### src/rtl/irq_steer_pkg.sv
package irq_steer_pkg;
  localparam int NLINE = 16;
  localparam int NSRC  = 3;
  localparam int LW    = $clog2(NLINE);
  localparam int SELW  = $clog2(NSRC + 1);
  localparam int MOUSE_LINE = 12;
  localparam int MOUSE_BIT  = 6;
  // lines 3-7, 9-12, 14, 15
  localparam logic [NLINE-1:0] TARGET_OK = 16'hDEF8;
  localparam logic [7:0] ROUTE_RST = 8'h80;

  typedef struct packed {
    logic          off;
    logic [6-LW:0] spare;
    logic [LW-1:0] line;
  } route_t;
endpackage

### src/rtl/irq_steer_regs.sv
module irq_steer_regs
  import irq_steer_pkg::*;
(
  input  logic                  clk,
  input  logic                  rst_n,
  input  logic                  wr,
  input  logic [SELW-1:0]       sel,
  input  logic [7:0]            wdata,
  output route_t [NSRC-1:0]     route,
  output logic                  mouse_en
);
  route_t [NSRC-1:0] route_q;
  logic              mouse_q;

  always_ff @(posedge clk or negedge rst_n) begin
    if (!rst_n) begin
      route_q <= {NSRC{ROUTE_RST}};
      mouse_q <= 1'b0;
    end else if (wr) begin
      if (sel == SELW'(NSRC)) mouse_q <= wdata[MOUSE_BIT];
      else route_q[sel] <= wdata;
    end
  end

  assign route    = route_q;
  assign mouse_en = mouse_q;

  genvar gi;
  generate
    for (gi = 0; gi < NSRC; gi++) begin : g_chk
      p_write_lands_r7: assert property (@(posedge clk) disable iff (!rst_n)
        (wr && sel == SELW'(gi)) |=> (route[gi] == $past(wdata)));
      p_reset_off_r1: assert property (@(posedge clk) disable iff (!rst_n)
        $rose(rst_n) |-> (route[gi] == ROUTE_RST));
    end
  endgenerate

  p_mouse_write_r6: assert property (@(posedge clk) disable iff (!rst_n)
    (wr && sel == SELW'(NSRC)) |=> (mouse_en == $past(wdata[MOUSE_BIT])));
endmodule

### src/rtl/irq_steer_decode.sv
module irq_steer_decode
  import irq_steer_pkg::*;
(
  input  route_t             route,
  input  logic               req,
  output logic [NLINE-1:0]   hit
);
  logic [NLINE-1:0] onehot;

  always_comb begin
    onehot = '0;
    onehot[route.line] = 1'b1;
    hit = (route.off || !req) ? '0 : (onehot & TARGET_OK);
  end

  always_comb begin
    a_no_bad_target_r4: assert ((hit & ~TARGET_OK) == '0);
  end
endmodule

### src/rtl/irq_steer_router.sv
module irq_steer_router
  import irq_steer_pkg::*;
(
  input  logic         clk,
  input  logic         rst_n,
  input  logic         cfg_wr,
  input  logic [1:0]   cfg_sel,
  input  logic [7:0]   cfg_wdata,
  input  logic [1:0]   pci_irq_n,
  input  logic         mb_irq_n,
  input  logic         mouse_irq,
  input  logic [15:0]  isa_irq,
  output logic [15:0]  irq_req
);
  route_t [NSRC-1:0]  route;
  logic               mouse_en;
  logic [NSRC-1:0]    src_req;
  logic [NLINE-1:0]   hit [NSRC];
  logic [NLINE-1:0]   steered;
  logic [NLINE-1:0]   base;

  irq_steer_regs u_regs (
    .clk(clk), .rst_n(rst_n), .wr(cfg_wr), .sel(cfg_sel),
    .wdata(cfg_wdata), .route(route), .mouse_en(mouse_en)
  );

  assign src_req = ~{mb_irq_n, pci_irq_n};

  genvar gs;
  generate
    for (gs = 0; gs < NSRC; gs++) begin : g_src
      irq_steer_decode u_dec (
        .route(route[gs]), .req(src_req[gs]), .hit(hit[gs])
      );
    end
  endgenerate

  always_comb begin
    steered = '0;
    for (int s = 0; s < NSRC; s++) steered = steered | hit[s];
  end

  always_comb begin
    base = isa_irq;
    if (mouse_en) base[MOUSE_LINE] = mouse_irq;
  end

  assign irq_req = base | steered;

  localparam logic [NLINE-1:0] KEEP = ~(NLINE'(1) << MOUSE_LINE);

  p_fixed_lines_r4: assert property (@(posedge clk) disable iff (!rst_n)
    ((irq_req & ~TARGET_OK) == (isa_irq & ~TARGET_OK)));
  p_no_drop_r5: assert property (@(posedge clk) disable iff (!rst_n)
    ((isa_irq & KEEP & ~irq_req) == '0));
  p_mouse_src_r6: assert property (@(posedge clk) disable iff (!rst_n)
    (mouse_en && mouse_irq) |-> irq_req[MOUSE_LINE]);
  p_pin_src_r6: assert property (@(posedge clk) disable iff (!rst_n)
    (!mouse_en && isa_irq[MOUSE_LINE]) |-> irq_req[MOUSE_LINE]);
  p_idle_pass_r2: assert property (@(posedge clk) disable iff (!rst_n)
    (route[0].off && route[1].off && route[2].off && !mouse_en)
      |-> (irq_req == isa_irq));
endmodule

### config.mk
export PLATFORM = sky130hd
export DESIGN_NAME = irq_steer_router
export DESIGN_NICKNAME = d
export VERILOG_FILES = /design/src/rtl/irq_steer_pkg.sv /design/src/rtl/irq_steer_regs.sv /design/src/rtl/irq_steer_decode.sv /design/src/rtl/irq_steer_router.sv
export SDC_FILE = /design/constraint.sdc
export NUM_CORES = 1
export LEC_CHECK = 0
export CORE_AREA = 2 2 42 48
export CTS_CLUSTER_SIZE = 20
export DETAILED_ROUTE_END_ITERATION = 7
export DIE_AREA = 0 0 44 50
export DONT_BUFFER_PORTS = 1
export PLACE_DENSITY = 0.88
export SETUP_SLACK_MARGIN = 0.3
export SYNTH_ARGS = -nofsm -noshare
export SYNTH_HDL_FRONTEND = slang
export SYNTH_SLANG_ARGS = --single-unit
### constraint.sdc
create_clock -name clk -period 3.5 [get_ports clk]
set_input_delay 0.35 -clock clk [delete_from_list [all_inputs] [get_ports clk]]
set_output_delay 0.35 -clock clk [all_outputs]
set_load 0.01 [all_outputs]
---- Word level (Yosys, flattened, before mapping) ----
Cells that the tools add are included.
cells by class
  add/subtract/negate cells ............... 0
  $mul .................................... 0
  div/mod/pow operators ................... 0
  $lt $le $gt $ge ......................... 8
  equal/unequal tests ..................... 1
  shift-type cells ........................ 0
  multiplexer cells ....................... 13
  bitwise logic cells ..................... 5
  reductions and logical operators ........ 12
operator list
  kind                                                                                  count
  16-bit 2-to-1 mux                                                                     3
  16-bit bitwise OR                                                                     3
  24-bit bitwise mux                                                                    1
  8-bit demux with 2-bit select                                                         1
  4-bit by 5-bit < comparator with 1-bit output (second input constant)                 3
  1-bit demux with 4-bit select                                                         3
  4-bit by 1-bit greater-or-equal comparator with 1-bit output (second input constant)  3
  8-bit 2-to-1 mux                                                                      1
  1-bit logical AND                                                                     4
  1-bit 2-to-1 mux                                                                      4
  2-bit AND reduction                                                                   2
  1-bit logical NOT                                                                     3
  1-bit logical OR                                                                      3
  2-bit by 3-bit < comparator with 1-bit output (second input constant)                 1
  3-bit NOT                                                                             1
  2-bit equality test (second input constant)                                           1
  2-bit by 1-bit greater-or-equal comparator with 1-bit output (second input constant)  1
  1-bit NOT                                                                             1
word-level totals
  register bits after elaboration ......... 25
  bits in latches ......................... 0
  bits in writable memories ............... 0
  memory bits (read-only) ................. 0
  bits of input ports ..................... 33
  output and inout port bits .............. 16
  logic and storage cells ................. 49
  memories ................................ 0

---- Logic depth before layout (Yosys ltp) ----
Gate-level depths: netlist of run 1.
  word-level depth ........................ 8
  depth in mapped cells ................... 4
  gate-level depth less buffers ........... 3

---- Cells and area by module ----
From an unflattened synthesis of run 1, not the netlist that was laid out.
second synthesis, totals
  cells, all modules ...................... 147
  area total of the unflattened synthesis .. 1621.6 um^2
modules (own cells, without submodules)
  module            times used  cells each  area an instance (um^2)
  irq_steer_regs    1           54          957.2
  irq_steer_decode  3           24          173.9
  irq_steer_router  1           21          142.6

---- Least setup slack after synthesis of run 1 ----
Ideal clock, no wire load.
  kind .................................... flip-flop to output port
  start ................................... register u_regs.route_q, in the netlist u_regs.route[2]
  end ..................................... output irq_req[10]
  arrival time ............................ 1.285 ns
  required time ........................... 3.150 ns
  path slack .............................. 1.865 ns
  stages on the path, launching flop included .. 4
  path buffers ............................ 0
  cell sequence ........................... dfrtp_1 or4b_4 nor3b_1 or4_1
on the way
  cells in the longest elaborated chain, start to end .. 8
  elaborated cells on any way between the ends .. 9
  those cells by class .................... order compare: 2; mux: 3; bitwise: 3; reduce/logical: 1
ends and longest elaborated chain
  what                                                                                                                                                 RTL line                source
  start, declared                                                                                                                                      irq_steer_regs.sv:12    route_t [NSRC-1:0] route_q;
  start signal, assigned                                                                                                                               irq_steer_regs.sv:17    route_q <= {NSRC{ROUTE_RST}};
  start signal, assigned by index                                                                                                                      irq_steer_regs.sv:21    else route_q[sel] <= wdata;
  4-bit by 5-bit < comparator with 1-bit output (not written as such) or 4-bit by 1-bit greater-or-equal comparator with 1-bit output (tied branches)  irq_steer_decode.sv:12  onehot[route.line] = 1'b1;
  1-bit logical AND (not written as such)                                                                                                              irq_steer_decode.sv:12
  1-bit 2-to-1 mux (not written as such)                                                                                                               irq_steer_decode.sv:12
  1-bit demux with 4-bit select *                                                                                                                      -
  16-bit 2-to-1 mux *                                                                                                                                  irq_steer_decode.sv:13  hit = (route.off || !req) ? '0 : (onehot & TARGET_OK);
  16-bit bitwise OR * (2 in a row)                                                                                                                     irq_steer_router.sv:40  for (int s = 0; s < NSRC; s++) steered = steered | hit[s];
  16-bit bitwise OR *                                                                                                                                  irq_steer_router.sv:48  assign irq_req = base | steered;
  end, declared                                                                                                                                        irq_steer_router.sv:13  output logic [15:0] irq_req
Mark *: on every way between the ends. The rest lies on a longest branch, timed or not.

---- Worst setup path in the final report of run 1 ----
  start ................................... register u_regs.route_q, in the netlist u_regs.route[3]
  end ..................................... output irq_req[4]
The elaborated chain is that of the path after synthesis.

==> flow_summary.ini, run 1 <==
[detailed_routing]
routedLengthMet1_um = 895
viasPerCell = 7.41
met3_length_um = 195
ant_nets = 0
wl_um = 2330
firstDrtPassIters = 5
dr_wl_met2_um = 1190
drc = 0
drt_iter0_drc = 30
vias = 882
wl_per_cell_um = 19.6
top_layer_used = met4

[synth]
yosysWarningCount = 0
ys_seq_area_share_pct = 38.0
synth.area.top_cells = dfrtp_1 31%, mux2_2 13%, dfstp_2 7.4%, mux2_1 5.3%, nor4b_1 4.9%
ys.flop_type = dfrtp_1
netlist_area_um2 = 1060
synthCells = 102
avgSynthCellArea_um2 = 10.4
yosys.area.top_type = dfrtp_1
yosys.area.top_type_share_pct = 30.6
synth.distinct_cells = 28
synthArstFlopShare_pct = 100
syn-num-nets = 135
ys_ff_latch = 16
synth-edff-count = 0

[sta]
setup-violations-final = 0
worst_pin_slew_ns = 0.805
fin_crit_sh_pct = 62.9
whs_ns = 0.198
skew_ns = 0
timing.fmax_mhz = 454
setup_tns_ns = 0
hold_violations = 0
period_needed_ns = 2.20
report.final.slew_viol_count = 0
relSlewSlack_pct = 45.6
rsz0062_at_grt = no

[critical_path]
rrSetupSlack_ns = 2.59
r2r_end = u_regs.route[16]
regToRegStartpoint = u_regs.route[16]
worstPathRequired_ns = 3.15
end_kind = output port
cp.arrival_ns = 1.85
rr_worst_depth = 1
crit_type = flip-flop to output port
worst_setup_path_start_kind = flip-flop
critPathMaxFanout = 7

[clocking]
clk_latency_ns = 0.28
clk_pin_slew_ns = 0.09
cts_sinks = 16
cts_tree = built
cts_buffers = 3
post_cts_buffers = 0
cts_root_buffer = clkbuf_4
cts-htree-levels = 1
clockBufferDepth = 2

[final_layout]
fill_cells = 142
final_cell_mix = 13 x dfrtp_1, 12 x mux2_2, 8 x nand2_1
final_core_util_pct = 63.3
final_common_cell = dfrtp_1
final_nets = 135
drive_gt1_share_pct = 22.8
fin_cells = 119
antennaDiodeCount = 0
synthToLayoutAreaGrowth_pct = 2.59

[power]
pwr_density_cell_nw_per_um2 = 476
peakVddDrop_v = 0.000295
leakage_nw = 0.395

[grt]
grt_pass1_wl_um = 3810
grt_usage_pct = 23.2
grt_overflow = 0
antenna_found_initial = 0
grt_pass1_vias = 819
grt_start_max_net_pins = 17

[hold_path]
min_from = cfg_wdata[1]
min_to = u_regs.route[1]
hp-class = primary input to flip-flop
whs_path_depth = 1

[floorplan]
coreArea_um2 = 1720
rows = 16
dieArea_um2 = 2200
pin_count = 49
start_util_pct = 61.7
die_h_um = 50
die_w_um = 44

[place]
gp_congestion = 0.926
dp_hpwl_um = 1850
dp_cells = 114
io_buffers = 0

[job]
cap_violations = 0

[status]
run_status = complete, no violations
==> metal layers <==
layer,vias to the layer above,GRT usage [%]
met3,8,4.40
li1,399,-
met2,44,38.2
met1,431,27.8
met4,0,12.6
met5,-,0
==> power by group <==
group | switching (W) | internal (W) | leakage, nW
Sequential | 0.0000578 | 0.000225 | 0.185
Clock | 0.0000544 | 0.0000634 | 0.0210
Combinational | 0.0000559 | 0.0000623 | 0.189
==> worst max-delay path, cell delays in order, from the launching register on <==
cell and delay (ns):
dfrtp_1 0.46, nor4b_1 0.75, a221oi_1 0.19, nand2_1 0.17
==> cell usage after synthesis, types with 4 or more instances <==
library cell / number
mux2_2: 12
nor2_1: 7
mux2_1: 5
nand3_1: 5
nand3b_1: 4
nor4b_1: 6
nand2_1: 8
dfrtp_1: 13
buf_4: 5
nor3b_1: 5
==> registers in the layout, indices dropped and copies added (netlist names) <==
| register | flops |
|---|---|
| u_regs.route | 15 |
| u_regs.mouse_en | 1 |
==> metrics by stage <==
step,area (um2),setup slack (ns),total power [W]
floorplan,1060,1.86,0.000373
finish,1090,1.30,0.000519
CTS,1090,1.31,0.000521
detailed placement,1040,1.65,0.000398
global placement,1040,1.71,0.000389
global route,1090,1.19,0.000551
==> kinds of logic after synthesis <==
family,Yosys count,synth area share (%)
AOI/OAI and AO/OA,11,8.36
DFF,16,38.0
muxes,17,18.0
buffers and inverters,7,4.24
and+or+nand+nor,51,31.3
==> how the worst max path moves through the flow <==
stage,from,endpoint,cells after the start
after floorplan,u_regs.route[2],irq_req[10],3
after global placement,u_regs.route[11],irq_req[6],3
after detailed placement,u_regs.route[11],irq_req[4],3
after CTS,u_regs.route[11],irq_req[4],3
after global routing,u_regs.route[11],irq_req[4],3
final,u_regs.route[3],irq_req[4],3
==> what timing repair did <==
item	4_1_cts	5_1_grt
hold endpoints to repair	16	0
gates resized for setup	0	0
hold buffers	1	0
==> cell type report <==
cell class | instances | area, um2 | share of cell area, %
sequential | 16 | 404 | 37.1
clock buffer | 4 | 36.3 | 3.33
timing repair buffer | 1 | 10.0 | 0.918
tap | 18 | 22.5 | 2.07
multi-input combinational | 79 | 613 | 56.3
inverter | 1 | 3.75 | 0.344
No activity file was read; power rests on OpenSTA's default activity.
==> inputs of run 2 (changes only) <==
Settings changed: CORE_AREA 2 2 42 48 to 2 2 43 49, DIE_AREA 0 0 44 50 to 0 0 45 51, PLACE_DENSITY 0.88 to 0.85.
Clock period 3.5 ns to 2.2 ns, I/O delays scaled along.
==> run 2 against run 1 <==
Compared with the run above: core utilization fell by 1.3 points; sequential share of layout area fell by 2.0 points; final cell count rose by 5.0%; final area rose by 6.5%; hold slack got worse by 0.14 ns; worst setup slack got worse by 0.97 ns; via count rose by 3.1%; power rose by 62%; register-to-register slack got worse by 1.3 ns; non-clock buffer count rose by 5; critical endpoint is now irq_req[9].
==> flow_summary.ini, run 2 (synthesis gave the netlist of run 1 again) <==
[status]
run_status = complete, no violations

[clocking]
cts_buffers = 3
cts_sinks = 16
cts_tree = built
cts-htree-levels = 1
cts_root_buffer = clkbuf_4
clk_latency_ns = 0.29
clk_pin_slew_ns = 0.08
clockBufferDepth = 2

[sta]
worst_pin_slew_ns = 0.670
fin_crit_sh_pct = 85.2
setup_tns_ns = 0
report.final.slew_viol_count = 0
skew_ns = 0
hold_violations = 0
setup-violations-final = 0
whs_ns = 0.0580
relSlewSlack_pct = 55.2
rsz0062_at_grt = yes
period_needed_ns = 1.87
timing.fmax_mhz = 533

[grt]
grt_usage_pct = 23.9
grt_pass1_vias = 882
antenna_found_initial = 0
grt_pass1_wl_um = 3910
grt_overflow = 0
grt_start_max_net_pins = 17

[detailed_routing]
firstDrtPassIters = 4
ant_nets = 0
drc = 0
viasPerCell = 7.27
wl_per_cell_um = 20.1
vias = 909
drt_iter0_drc = 14
wl_um = 2510

[final_layout]
final_common_cell = mux2_2
final_cell_mix = 12 x mux2_2, 10 x dfrtp_1, 8 x nand2_1
largest_reg_flops = 15
final_nets = 140
antennaDiodeCount = 0
drive_gt1_share_pct = 35.8
fill_cells = 136
design_area_um2 = 1160
synthToLayoutAreaGrowth_pct = 9.30

[power]
leakage_nw = 0.418
peakVddDrop_v = 0.000396
pwr_density_cell_nw_per_um2 = 726
power_w = 0.000842

[hold_path]
hp-class = primary input to flip-flop

[floorplan]
coreArea_um2 = 1870
rows = 17
start_util_pct = 56.8
die_w_um = 45
dieArea_um2 = 2300
pin_count = 49
die_h_um = 51

[place]
place_area_um2 = 1050
dp_hpwl_um = 1890
gp_congestion = 0.914
io_buffers = 0

[critical_path]
cp.arrival_ns = 1.65
worstPathRequired_ns = 1.98
end_kind = output port
critPathMaxFanout = 4
crit_type = flip-flop to output port
worst_setup_path_start_kind = flip-flop

[job]
cap_violations = 0
==> run 2: power by group <==
group	switching, W	internal, W
sequential	0.0000943	0.000360
clock	0.0000875	0.0000706
combinational	0.000105	0.000125
==> run 2: stage by stage <==
stage	utilization, %	cells	setup WS (ns)
global route	62.0	125	0.287
detailed placement	56.2	116	0.543
CTS	59.8	122	0.300
finish	62.0	125	0.326
global placement	56.2	116	0.595
floorplan	-	102	0.695
==> run 2: path summary, 6_finish.rpt <==
check	slack [ns]	from	depth (start not counted)	end
min in group asynchronous	0.40	rst_n	1	u_regs.route[17]
max in group asynchronous	1.33	rst_n	1	u_regs.route[3]
setup / recovery	0.33	u_regs.route[10]	3	irq_req[9]
setup reg to reg	1.28	u_regs.route[2]	2	u_regs.route[2]
hold / removal	0.06	cfg_wdata[1]	1	u_regs.route[1]
hold reg to reg	0.55	u_regs.mouse_en	1	u_regs.mouse_en
==> run 2: final cells by class <==
cell class	instances	area [um2]	area share, %
Multi-Input combinational cell	79	652	56.1
Tap cell	19	23.8	2.05
Inverter	1	3.75	0.323
Sequential cell	16	408	35.1
Timing Repair Buffer	6	47.5	4.09
Clock buffer	4	26.3	2.26
==> run 2: critical path, cell delays in order, from the launching register on <==
cell and delay, ns:
dfrtp_2 0.44, or4b_4 0.57, nor3b_2 0.19, or4_4 0.16
==> run 2: repair_timing <==
action | CTS | global route
gates resized for setup | 5 | 6
hold endpoints to repair | 16 | 0
hold buffers | 1 | 0
setup endpoints to repair | 6 | 4
setup buffers | 1 | 3
==> run 2: metal layers <==
metal | track usage [%] | share of wire, % | up-vias | routed length [um]
li1 | - | - | 405 | -
met1 | 26.3 | 37 | 448 | 920
met2 | 40.0 | 52 | 44 | 1320
met3 | 4.95 | 7.2 | 12 | 182
met4 | 15.7 | 3.7 | 0 | 93
met5 | 0 | 0 | - | 0
==> inputs of run 3 (changes only) <==
Settings changed: CORE_AREA 2 2 43 49 to 2 2 56 63, DIE_AREA 0 0 45 51 to 0 0 58 65, PLACE_DENSITY 0.85 to 0.58.
==> run 3 against run 2 <==
Compared with the run above: worst setup slack improved by 0.026 ns; clock power increased by 18%; critical endpoint unchanged; power rose by 3.9%; critical path depth unchanged; critical path type unchanged; combinational power up 5%; highest routed layer unchanged; global-route usage is 9.3 points lower.
==> flow_summary.ini, run 3 (synthesis gave the netlist of run 1 again) <==
[floorplan]
die_w_um = 58
coreArea_um2 = 3190
rows = 22
pin_count = 49
die_h_um = 65
dieArea_um2 = 3770
start_util_pct = 33.3

[sta]
rsz0062_at_grt = yes
fin_crit_sh_pct = 84.0
setup_tns_ns = 0
hold_violations = 0
report.final.slew_viol_count = 0
worst_pin_slew_ns = 0.699
timing.fmax_mhz = 541
period_needed_ns = 1.85
setup-violations-final = 0
relSlewSlack_pct = 53.2
skew_ns = 0

[detailed_routing]
wl_per_cell_um = 18.5
viasPerCell = 6.04
drc = 0
wl_um = 2660
drt_iter0_drc = 51
vias = 870
ant_nets = 0
firstDrtPassIters = 4

[final_layout]
drive_gt1_share_pct = 39.8
final_nets = 142
largest_reg_flops = 15
final_common_cell = mux2_2
design_area_um2 = 1210
final_core_util_pct = 38.0
synthToLayoutAreaGrowth_pct = 14.3
antennaDiodeCount = 0
final_cell_mix = 12 x mux2_2, 9 x dfrtp_1, 8 x nand2_1

[hold_path]
hp-class = primary input to flip-flop
min_from = cfg_wdata[1]
min_to = u_regs.route[1]
whs_path_depth = 1

[clocking]
clk_pin_slew_ns = 0.09
cts_tree = built
cts_sinks = 16
cts-htree-levels = 1
clk_latency_ns = 0.28
cts_root_buffer = clkbuf_4
cts_buffers = 3
clockBufferDepth = 2

[place]
io_buffers = 0
dp_hpwl_um = 2080
place_area_um2 = 1090
gp_congestion = 0.832

[critical_path]
crit_type = flip-flop to output port
critPathMaxFanout = 3
cp.arrival_ns = 1.63
regToRegStartpoint = u_regs.route[2]
worstPathRequired_ns = 1.98
worst_setup_path_start_kind = flip-flop
rrSetupSlack_ns = 1.15
rr_worst_depth = 3
end_kind = output port
r2r_end = u_regs.route[2]

[status]
run_status = complete, no violations

[grt]
grt_pass1_vias = 834
grt_usage_pct = 14.5
grt_start_max_net_pins = 17
grt_overflow = 0
grt_pass1_wl_um = 4070
antenna_found_initial = 0

[power]
peakVddDrop_v = 0.000377
pwr_density_cell_nw_per_um2 = 722
leakage_nw = 0.439

[job]
cap_violations = 0
run 3: changes by cell type in the layout (fill, tap and decap cells not counted):
cell      previous run  this run
nor3b_1              2         1
nor4b_1              4         6
a221oi_1             2         0
nor4b_2              2         0
nor3b_2              4         5
dfrtp_1             10         9
dfrtp_2              3         4
a221oi_2             0         2
clkbuf_1             1         0
clkbuf_8             0         1
buf_4                5         7
run 3: routing by layer:
metal  part of all wire, %  global-route usage, %  wire length [um]
met1                    43                   19.3              1150
met2                    46                   23.2              1240
met3                   9.6                   2.40               255
met4                  0.53                   6.10                14
met5                     0                      0                 0
run 3: worst max path at each step:
stage / cells past startpoint / to / slack, ns / start
after floorplan: 3 / irq_req[10] / 0.69 / u_regs.route[2]
after global placement: 3 / irq_req[9] / 0.61 / u_regs.route[2]
after detailed placement: 3 / irq_req[9] / 0.58 / u_regs.route[2]
after CTS: 3 / irq_req[3] / 0.32 / u_regs.route[15]
after global routing: 3 / irq_req[9] / 0.29 / u_regs.route[2]
final: 3 / irq_req[9] / 0.35 / u_regs.route[18]
run 3: layout make-up:
type	instances	area [um2]
fill	349	1980
multi-input combinational	79	657
timing repair buffer	8	62.6
inverter	1	3.75
sequential	16	409
tap	36	45.0
clock buffer	4	36.3
run 3: stage by stage:
step / instances / setup slack [ns] / power (W) / hold WS [ns]
finish: 144 / 0.351 / 0.000876 / 0.0704
global route: 144 / 0.290 / 0.000932 / 0.0540
CTS: 144 / 0.317 / 0.000869 / 0.0625
detailed placement: 135 / 0.580 / 0.000646 / -0.0751
global placement: 135 / 0.613 / 0.000636 / -0.0750
floorplan: 102 / 0.695 / 0.000594 / -0.0756
run 3: critical path, cell delays in order, from the launching register on:
cell	delay, ns
dfrtp_1	0.40
or4b_4	0.58
nor3b_1	0.21
or4_4	0.17
run 3: power by group:
group,internal (W),total [W],switching (W)
logic,0.000129,0.000242,0.000113
clock network,0.000101,0.000186,0.0000856
registers,0.000360,0.000448,0.0000870
run 3: what timing repair did:
item	4_1_cts	5_1_grt
buffers inserted	4	0
gates resized for setup	4	9
hold endpoints to repair	16	0
hold buffers	1	0
cloned	0	0
setup endpoints to repair	2	5
pin swaps	0	1
